--- src/rtl/ringdma_pkg.sv ---
package ringdma_pkg;

    localparam int ADDR_W     = 32;
    localparam int BEAT_BYTES = 8;
    localparam int BEAT_W     = BEAT_BYTES * 8;
    localparam int SEL_W      = 3;

    typedef enum logic [SEL_W-1:0] {
        SEL_START   = 3'd0,
        SEL_END     = 3'd1,
        SEL_RDPTR   = 3'd2,
        SEL_CTRL    = 3'd3,
        SEL_STGCLR  = 3'd4,
        SEL_PERIOD  = 3'd5,
        SEL_OUTCTL  = 3'd6
    } reg_sel_e;

    typedef struct packed {
        logic half_mode;   // control bit 7
        logic drain_en;    // control bit 2
        logic fetch_en;    // control bit 1
        logic init;        // control bit 0
    } ctrl_t;

    typedef struct packed {
        logic irq_on_period;  // output-control bit 3
        logic out_en;         // output-control bit 0
    } outctl_t;

    function automatic logic [ADDR_W-1:0] align_beat(input logic [ADDR_W-1:0] a);
        return {a[ADDR_W-1:3], 3'b000};
    endfunction

endpackage

--- src/rtl/ringdma_fetch.sv ---
module ringdma_fetch
    import ringdma_pkg::*;
(
    input  logic              clk,
    input  logic              rst,
    input  logic              go,
    input  logic              room,
    input  logic              flush,
    input  logic              sw_wr,
    input  logic [ADDR_W-1:0] sw_ptr,
    input  logic [ADDR_W-1:0] start_ptr,
    input  logic [ADDR_W-1:0] end_ptr,
    input  logic              mem_gnt,
    input  logic              mem_rvalid,
    output logic              mem_req,
    output logic [ADDR_W-1:0] mem_addr,
    output logic [ADDR_W-1:0] rdptr,
    output logic              pend,
    output logic              keep
);
    logic drop;

    assign mem_req  = go && room && !pend && !flush;
    assign mem_addr = rdptr;
    assign keep     = mem_rvalid && !drop && !flush;

    always_ff @(posedge clk) begin
        if (rst) begin
            rdptr <= '0;
            pend  <= 1'b0;
            drop  <= 1'b0;
        end else begin
            if (flush)
                rdptr <= start_ptr;
            else if (sw_wr)
                rdptr <= sw_ptr;
            else if (mem_req && mem_gnt)
                rdptr <= (rdptr == end_ptr) ? start_ptr : rdptr + ADDR_W'(BEAT_BYTES);

            if (mem_req && mem_gnt)
                pend <= 1'b1;
            else if (mem_rvalid)
                pend <= 1'b0;

            if (mem_rvalid)
                drop <= 1'b0;
            else if (flush && pend)
                drop <= 1'b1;
        end
    end

    assert_wrap_R4: assert property (@(posedge clk) disable iff (rst)
        (mem_req && mem_gnt && rdptr == end_ptr && !sw_wr) |=> rdptr == $past(start_ptr));

    assert_step_R3: assert property (@(posedge clk) disable iff (rst)
        (mem_req && mem_gnt && rdptr != end_ptr && !sw_wr) |=> rdptr == $past(rdptr) + ADDR_W'(BEAT_BYTES));

endmodule

--- src/rtl/ringdma_stage.sv ---
module ringdma_stage
    import ringdma_pkg::*;
#(
    parameter int DEPTH = 4
) (
    input  logic              clk,
    input  logic              rst,
    input  logic              flush,
    input  logic              push,
    input  logic [BEAT_W-1:0] push_data,
    input  logic              pend,
    input  logic              half,
    input  logic              drain_go,
    input  logic              out_ready,
    output logic              out_valid,
    output logic [31:0]       out_data,
    output logic              room,
    output logic              pop,
    output logic [2:0]        pop_bytes
);
    localparam int IDX_W = (DEPTH > 1) ? $clog2(DEPTH) : 1;
    localparam int CNT_W = IDX_W + 1;

    logic [BEAT_W-1:0] store [DEPTH];
    logic [IDX_W-1:0]  wr_idx, rd_idx;
    logic [CNT_W-1:0]  count;
    logic [2:0]        off;
    logic [BEAT_W-1:0] head;
    logic [31:0]       word;
    logic              last;

    assign head      = store[rd_idx];
    assign out_valid = drain_go && (count != '0);
    assign pop       = out_valid && out_ready;
    assign pop_bytes = half ? 3'd2 : 3'd4;
    assign last      = ({1'b0, off} + {1'b0, pop_bytes}) >= 4'd8;
    assign room      = (count + CNT_W'(pend)) < CNT_W'(DEPTH);
    assign out_data  = half ? {16'h0000, word[15:0]} : word;

    always_comb begin
        for (int i = 0; i < 4; i++) begin
            logic [2:0] bi;
            bi = off + 3'(i);
            word[8*i +: 8] = head[8*bi +: 8];
        end
    end

    function automatic logic [IDX_W-1:0] next_idx(input logic [IDX_W-1:0] x);
        return (x == IDX_W'(DEPTH - 1)) ? '0 : x + 1'b1;
    endfunction

    always_ff @(posedge clk) begin
        if (push && !flush && !rst)
            store[wr_idx] <= push_data;
    end

    always_ff @(posedge clk) begin
        if (rst || flush) begin
            wr_idx <= '0;
            rd_idx <= '0;
            count  <= '0;
            off    <= '0;
        end else begin
            if (push)
                wr_idx <= next_idx(wr_idx);
            if (pop) begin
                off <= last ? 3'd0 : off + pop_bytes;
                if (last)
                    rd_idx <= next_idx(rd_idx);
            end
            count <= count + CNT_W'(push) - CNT_W'(pop && last);
        end
    end

    assert_no_overflow_R11: assert property (@(posedge clk) disable iff (rst)
        count <= CNT_W'(DEPTH));

    assert_flush_empty_R7: assert property (@(posedge clk) disable iff (rst)
        flush |=> (count == '0) && !out_valid);

    assert_empty_quiet_R6: assert property (@(posedge clk) disable iff (rst)
        (count == '0 && !push) |=> !out_valid);

endmodule

--- src/rtl/ringdma_period.sv ---
module ringdma_period #(
    parameter int CNT_W = 16
) (
    input  logic             clk,
    input  logic             rst,
    input  logic             clear,
    input  logic             pop,
    input  logic [2:0]       step,
    input  logic [CNT_W-1:0] target,
    input  logic             irq_en,
    output logic             irq
);
    logic [CNT_W-1:0] cnt;
    logic [CNT_W:0]   sum;
    logic             hit;

    assign sum = {1'b0, cnt} + (CNT_W+1)'(step);
    assign hit = pop && (target != '0) && (sum == {1'b0, target});

    always_ff @(posedge clk) begin
        if (rst || clear) begin
            cnt <= '0;
            irq <= 1'b0;
        end else begin
            irq <= hit && irq_en;
            if (pop)
                cnt <= hit ? '0 : sum[CNT_W-1:0];
        end
    end

    assert_irq_after_pop_R9: assert property (@(posedge clk) disable iff (rst)
        irq |-> $past(pop));

endmodule

--- src/rtl/ringdma_top.sv ---
module ringdma_top
    import ringdma_pkg::*;
#(
    parameter int DEPTH    = 4,
    parameter int PERIOD_W = 16
) (
    input  logic              clk,
    input  logic              rst,
    input  logic              reg_wr,
    input  logic [SEL_W-1:0]  reg_addr,
    input  logic [31:0]       reg_wdata,
    output logic [31:0]       reg_rdata,
    output logic              mem_req,
    output logic [ADDR_W-1:0] mem_addr,
    input  logic              mem_gnt,
    input  logic              mem_rvalid,
    input  logic [BEAT_W-1:0] mem_rdata,
    output logic              out_valid,
    input  logic              out_ready,
    output logic [31:0]       out_data,
    output logic              period_irq
);
    logic [ADDR_W-1:0]   start_q, end_q, rdptr;
    ctrl_t               ctrl_q;
    outctl_t             outctl_q;
    logic                stgclr_q;
    logic [PERIOD_W-1:0] period_q;
    logic                running, ptr_ok;
    logic                room, pend, keep, pop;
    logic [2:0]          pop_bytes;

    assign running = ctrl_q.fetch_en || ctrl_q.drain_en;
    assign ptr_ok  = reg_wr && !running;

    always_ff @(posedge clk) begin
        if (rst) begin
            start_q  <= '0;
            end_q    <= '0;
            ctrl_q   <= '0;
            outctl_q <= '0;
            stgclr_q <= 1'b0;
            period_q <= '0;
        end else if (reg_wr) begin
            case (reg_addr)
                SEL_START:  if (ptr_ok) start_q <= align_beat(reg_wdata);
                SEL_END:    if (ptr_ok) end_q   <= align_beat(reg_wdata);
                SEL_CTRL:   ctrl_q   <= '{half_mode: reg_wdata[7], drain_en: reg_wdata[2],
                                          fetch_en: reg_wdata[1], init: reg_wdata[0]};
                SEL_STGCLR: stgclr_q <= reg_wdata[0];
                SEL_PERIOD: period_q <= reg_wdata[PERIOD_W-1:0];
                SEL_OUTCTL: outctl_q <= '{irq_on_period: reg_wdata[3], out_en: reg_wdata[0]};
                default: ;
            endcase
        end
    end

    always_comb begin
        case (reg_addr)
            SEL_START:  reg_rdata = start_q;
            SEL_END:    reg_rdata = end_q;
            SEL_RDPTR:  reg_rdata = rdptr;
            SEL_CTRL:   reg_rdata = {24'h0, ctrl_q.half_mode, 4'h0, ctrl_q.drain_en,
                                     ctrl_q.fetch_en, ctrl_q.init};
            SEL_STGCLR: reg_rdata = {31'h0, stgclr_q};
            SEL_PERIOD: reg_rdata = 32'(period_q);
            SEL_OUTCTL: reg_rdata = {28'h0, outctl_q.irq_on_period, 2'b00, outctl_q.out_en};
            default:    reg_rdata = '0;
        endcase
    end

    ringdma_fetch u_fetch (
        .clk        (clk),
        .rst        (rst),
        .go         (ctrl_q.fetch_en && outctl_q.out_en),
        .room       (room),
        .flush      (ctrl_q.init),
        .sw_wr      (ptr_ok && reg_addr == SEL_RDPTR),
        .sw_ptr     (align_beat(reg_wdata)),
        .start_ptr  (start_q),
        .end_ptr    (end_q),
        .mem_gnt    (mem_gnt),
        .mem_rvalid (mem_rvalid),
        .mem_req    (mem_req),
        .mem_addr   (mem_addr),
        .rdptr      (rdptr),
        .pend       (pend),
        .keep       (keep)
    );

    ringdma_stage #(.DEPTH(DEPTH)) u_stage (
        .clk        (clk),
        .rst        (rst),
        .flush      (ctrl_q.init || stgclr_q),
        .push       (keep),
        .push_data  (mem_rdata),
        .pend       (pend),
        .half       (ctrl_q.half_mode),
        .drain_go   (ctrl_q.drain_en && outctl_q.out_en),
        .out_ready  (out_ready),
        .out_valid  (out_valid),
        .out_data   (out_data),
        .room       (room),
        .pop        (pop),
        .pop_bytes  (pop_bytes)
    );

    ringdma_period #(.CNT_W(PERIOD_W)) u_period (
        .clk    (clk),
        .rst    (rst),
        .clear  (ctrl_q.init),
        .pop    (pop),
        .step   (pop_bytes),
        .target (period_q),
        .irq_en (outctl_q.irq_on_period),
        .irq    (period_irq)
    );

    assert_ptr_write_ignored_R10: assert property (@(posedge clk) disable iff (rst)
        (reg_wr && running && (reg_addr == SEL_START || reg_addr == SEL_END))
            |=> (start_q == $past(start_q)) && (end_q == $past(end_q)));

    assert_init_no_req_R7: assert property (@(posedge clk) disable iff (rst)
        ctrl_q.init |-> !mem_req);

endmodule

--- config.mk ---
export PLATFORM = sky130hd
export DESIGN_NAME = ringdma_top
export DESIGN_NICKNAME = d
export VERILOG_FILES = /design/src/rtl/ringdma_pkg.sv /design/src/rtl/ringdma_fetch.sv /design/src/rtl/ringdma_stage.sv /design/src/rtl/ringdma_period.sv /design/src/rtl/ringdma_top.sv
export SDC_FILE = /design/constraint.sdc
export NUM_CORES = 1
export LEC_CHECK = 0
export BUFFER_PORTS_ARGS = -buffer_cell sky130_fd_sc_hd__buf_2
export CORE_MARGIN = 4
export CORE_UTILIZATION = 50
export CTS_CLUSTER_SIZE = 30
export DETAILED_ROUTE_END_ITERATION = 8
export PLACE_DENSITY = 0.78
export SKIP_LAST_GASP = 1
export SLEW_MARGIN = 20
export SYNTH_ARGS = -nofsm -noshare
export SYNTH_HDL_FRONTEND = slang
export SYNTH_HIERARCHICAL = 1
export SYNTH_SLANG_ARGS = --single-unit
--- constraint.sdc ---
create_clock -name clk -period 5.4 [get_ports clk]
set_input_delay 0.54 -clock clk [delete_from_list [all_inputs] [get_ports clk]]
set_output_delay 0.54 -clock clk [all_outputs]
set_load 0.02 [all_outputs]
==> reports/results.txt <==
For the area of the die, the log shows 42300 um2. Buffers added to address setup during post-CTS repair amount to 0. Sequential cells were found to cover 54.0% of the synthesized design area. The logs give 84 for the largest net degree at the start of global routing and 16.4 ps for the final worst clock skew.

At the later pin of the worst-skew pair, clock insertion delay measures 560 ps. The most common cell in the synthesized netlist is sky130_fd_sc_hd__edfxtp_1. The worst register-to-register path has a setup slack of 2150 ps. The die is 206 um wide. Summed over all instances, the cell type with the most area after synthesis is sky130_fd_sc_hd__edfxtp_1. The worst hold slack came out at 171 ps. The tools report the root buffer cell as sky130_fd_sc_hd__clkbuf_16.

The remaining antenna violation count is 0, and the met2 demand-to-capacity share in global routing is 37.8%. The post-route DRC violation count was 0. Global routing used 23.7% of the available tracks. The flow ran to the end, and the final reports show no timing, DRC or antenna violations. The vias per cell was 6.03. After synthesis, the share of flip-flops with an asynchronous set or reset is 0%. The count of clock tree sinks came out at 399. For this design, the CTS-stage hold fixing added 0 buffers. The number of endpoints with negative hold slack in the final report is 0.

Among all flip-flop cells after synthesis, the most frequent one is sky130_fd_sc_hd__edfxtp_1. The first global-routing pass estimated 78.1 mm of wire. Pin placement for this block handled 204 I/O pins. The floorplan step defined a core boundary enclosing 38600 um2. TritonCTS built the clock tree.

The first detailed-routing pass took 6 iterations. The met1 usage in global routing is 31.9%, and the effective utilization at floorplan is 50.6%. Critical path endpoint category: an output port. In this run the most used layer during global routing was met2. From synthesis to final layout, the design area changed by 12.3%.

The tools report the maximum number of buffers from clock root to sink as 3. The path class of the tightest hold or removal check is in2reg. Global routing finished with a remaining overflow of 0. Routability-driven placement finished with a final weighted congestion of 0.931. The run gives 4860 ps as the required time of the critical path. The mapped netlist covers 19500 um2.

Across the run, the number of max-cap violations was 0. Summed over all layers, the routed wires come to 50.8 mm. Including well taps, the total number of placed cells is 2157. For the signal arrival time at the worst endpoint, the log shows 3050 ps.

The average cell area after synthesis came out at 12.7 um2. TritonCTS created 41 clock buffers. The count of cell types in the netlist is 88. The run gives 1810 ps as the smallest setup slack after layout. The worst setup path is launched from a flop.

The critical path goes through buf_4 > and3b_1 > a22oi_1 > o21ai_1 > buf_2. The detailed router finished its first iteration with 1359 violations. Transition time at the pin with the least slew margin: 1040 ps.

Setup violations remaining at the end of the flow were counted as 0. After the flow finishes, the layout carries non-filler instances totaling 2235. The commonest cells after synthesis are sky130_fd_sc_hd__edfxtp_1 (256), sky130_fd_sc_hd__dfxtp_1 (143), sky130_fd_sc_hd__mux2i_1 (124). Of the cells placed in the final design, the portion with a size suffix greater than 1 is 25.5%. The number of buffers inserted by port buffering is 203, and the floorplan row count is 72.

The final core utilization is 56.8%, and the final layout net count is 1802. For the initial antenna violation count, the log shows 13. The peak ir drop on the vdd network was 0.370 mV. The average detailed-routed wire length per instance came out at 22.7 um. Setup repair after global routing left no endpoint under its margin.

For this design the static power due to leakage is 7.72 nW. The synthesized design contains 399 register bits. Number of global-route vias before repair: 13349. OpenSTA, run right after detailed placement, puts the worst setup slack at 1970 ps. The count of pins over their slew limit was 0. The met3 layer usage reported by global route is 6.04%. The critical path class is reg2out. The largest single stage delay on the critical path is 850 ps. For this design the ratio of total power to cell area is 307 nW/um2. For this block, the via count after detailed routing is 13481. Clock-pin slew was measured on the worst setup and hold paths at 60 ps. In this run, synthesis inferred 256 flip-flops with an integrated enable.

The area share of the largest cell type after synthesis came out at 39.3%. After synthesis, the cell types taking the most area are sky130_fd_sc_hd__edfxtp_1 (39%), sky130_fd_sc_hd__dfxtp_1 (15%), sky130_fd_sc_hd__mux4_2 (7.4%). The part of the cycle the worst path needs is 66.4%, and the final sum of negative setup slack is 0 ps. For this design, the slowest cell found on the critical path is sky130_fd_sc_hd__and3b_1.

The achievable frequency was 279 MHz; the vertical die dimension was 206 um. In this run the number of H-tree levels came out at 2. The worst path in the final design needs a cycle of 3590 ps, including I/O delays and setup. The tools report the HPWL reported at the end of detailed placement as 33.4 mm.

Counting every instance in the synthesized netlist gives 1540. The highest net fanout along the worst path is 16, and the total of cells resized after clock tree synthesis is 0. Yosys synthesis warning count: 6. The run gives 30.7% as the worst-case headroom to the max-slew limit.
[cell type report]
| cell class | count | area [um2] |
|---|---|---|
| well taps | 518 | 648 |
| inverters | 19 | 71.3 |
| diodes | 4 | 10.0 |
| clock buffers | 55 | 1130 |
| clock inverters | 19 | 244 |
| repair buffers | 224 | 1180 |
| flip-flops and latches | 399 | 10600 |
| multi-input cells | 997 | 8120 |
| fillers | 3042 | 16700 |
[where the power goes]
| part | total [mW] | internal (mW) | switching, mW |
|---|---|---|---|
| Sequential | 3.39 | 3.33 | 0.0610 |
| Combinational | 0.463 | 0.173 | 0.290 |
| Clock | 2.90 | 1.72 | 1.18 |
| Total | 6.75 | 5.22 | 1.53 |
[sequential cells by signal (all words and copies together) (netlist names), named ones only]
name and cells:
ctrl_q 4, end_q 29, outctl_q 2, period_q 16, start_q 29, stgclr_q 1
u_fetch/drop 1, u_fetch/mem_addr 32, u_fetch/pend 1, u_period/cnt 16, u_period/irq 1, u_stage/count 3
u_stage/off 2, u_stage/rd_idx 2, u_stage/store 256, u_stage/wr_idx 2
[cell families after synthesis]
kind of cell / synth area share, %
multiplexers: 15.7
buffers and inverters: 4.67
other: 0.0384
flip-flops: 54.0
AO/OA/AOI/OAI: 8.69
XOR/XNOR: 3.81
AND/OR/NAND/NOR: 12.0
adder cells (fa/ha/maj): 1.08
[per-stage QoR]
step | instance area (um2) | total power [mW]
floorplan | 19600 | 3.73
global placement | 20600 | 3.89
detailed placement | 20600 | 3.90
CTS | 21900 | 6.79
global route | 22000 | 6.99
finish | 22000 | 6.75
[critical path: cells and delay by family, from the launching register on]
| kind | cells | cell delay (ps) |
|---|---|---|
| AO/OA/AOI/OAI | 2 | 390 |
| flip-flops | 1 | 640 |
| buffers and inverters | 2 | 590 |
| AND/OR/NAND/NOR | 1 | 850 |
[layer usage]
metal,up-vias,wire length (um)
met5,-,110
met4,16,1570
met3,128,4780
met2,694,24000
met1,6595,20300
li1,6048,-
[cells in the final DEF, fill, tap and decap left out, types with 5 or more instances in the layout]
master | Yosys | final
sky130_fd_sc_hd__a211oi_1 | 16 | 16
sky130_fd_sc_hd__a21oi_1 | 45 | 45
sky130_fd_sc_hd__a221oi_1 | 6 | 6
sky130_fd_sc_hd__a22oi_1 | 66 | 66
sky130_fd_sc_hd__a31oi_1 | 7 | 7
sky130_fd_sc_hd__and2_1 | 10 | 10
sky130_fd_sc_hd__and3_1 | 14 | 10
sky130_fd_sc_hd__buf_2 | 29 | 202
sky130_fd_sc_hd__buf_4 | 44 | 22
sky130_fd_sc_hd__bufinv_16 | 0 | 5
sky130_fd_sc_hd__clkbuf_1 | 38 | 10
sky130_fd_sc_hd__clkbuf_16 | 0 | 42
sky130_fd_sc_hd__clkinv_1 | 1 | 7
sky130_fd_sc_hd__conb_1 | 2 | 10
sky130_fd_sc_hd__dfxtp_1 | 143 | 140
sky130_fd_sc_hd__edfxtp_1 | 256 | 256
sky130_fd_sc_hd__ha_1 | 12 | 12
sky130_fd_sc_hd__inv_1 | 18 | 18
sky130_fd_sc_hd__mux2_2 | 32 | 32
sky130_fd_sc_hd__mux2i_1 | 124 | 124
sky130_fd_sc_hd__mux4_2 | 64 | 64
sky130_fd_sc_hd__nand2_1 | 91 | 91
sky130_fd_sc_hd__nand2b_1 | 91 | 91
sky130_fd_sc_hd__nand3_1 | 16 | 16
sky130_fd_sc_hd__nand4_1 | 14 | 14
sky130_fd_sc_hd__nor2_1 | 82 | 81
sky130_fd_sc_hd__nor2b_1 | 7 | 6
sky130_fd_sc_hd__nor3_1 | 22 | 22
sky130_fd_sc_hd__nor3_2 | 10 | 10
sky130_fd_sc_hd__nor4_1 | 13 | 13
sky130_fd_sc_hd__o21a_1 | 8 | 8
sky130_fd_sc_hd__o21ai_0 | 26 | 26
sky130_fd_sc_hd__o21ai_1 | 22 | 22
sky130_fd_sc_hd__o22ai_1 | 19 | 19
sky130_fd_sc_hd__xnor2_1 | 57 | 57
sky130_fd_sc_hd__xor2_1 | 28 | 28
[worst paths after layout]
check / depth (start not counted) / startpoint / to
worst max register to register: 9 / ctrl_q[3] / u_period/irq
worst max-delay path: 5 / u_stage/off[1] / out_data[18]
worst min register to register: 2 / end_q[31] / end_q[31]
worst min-delay path: 2 / mem_rvalid / u_fetch/drop
No activity file was read; power rests on OpenSTA's default activity.
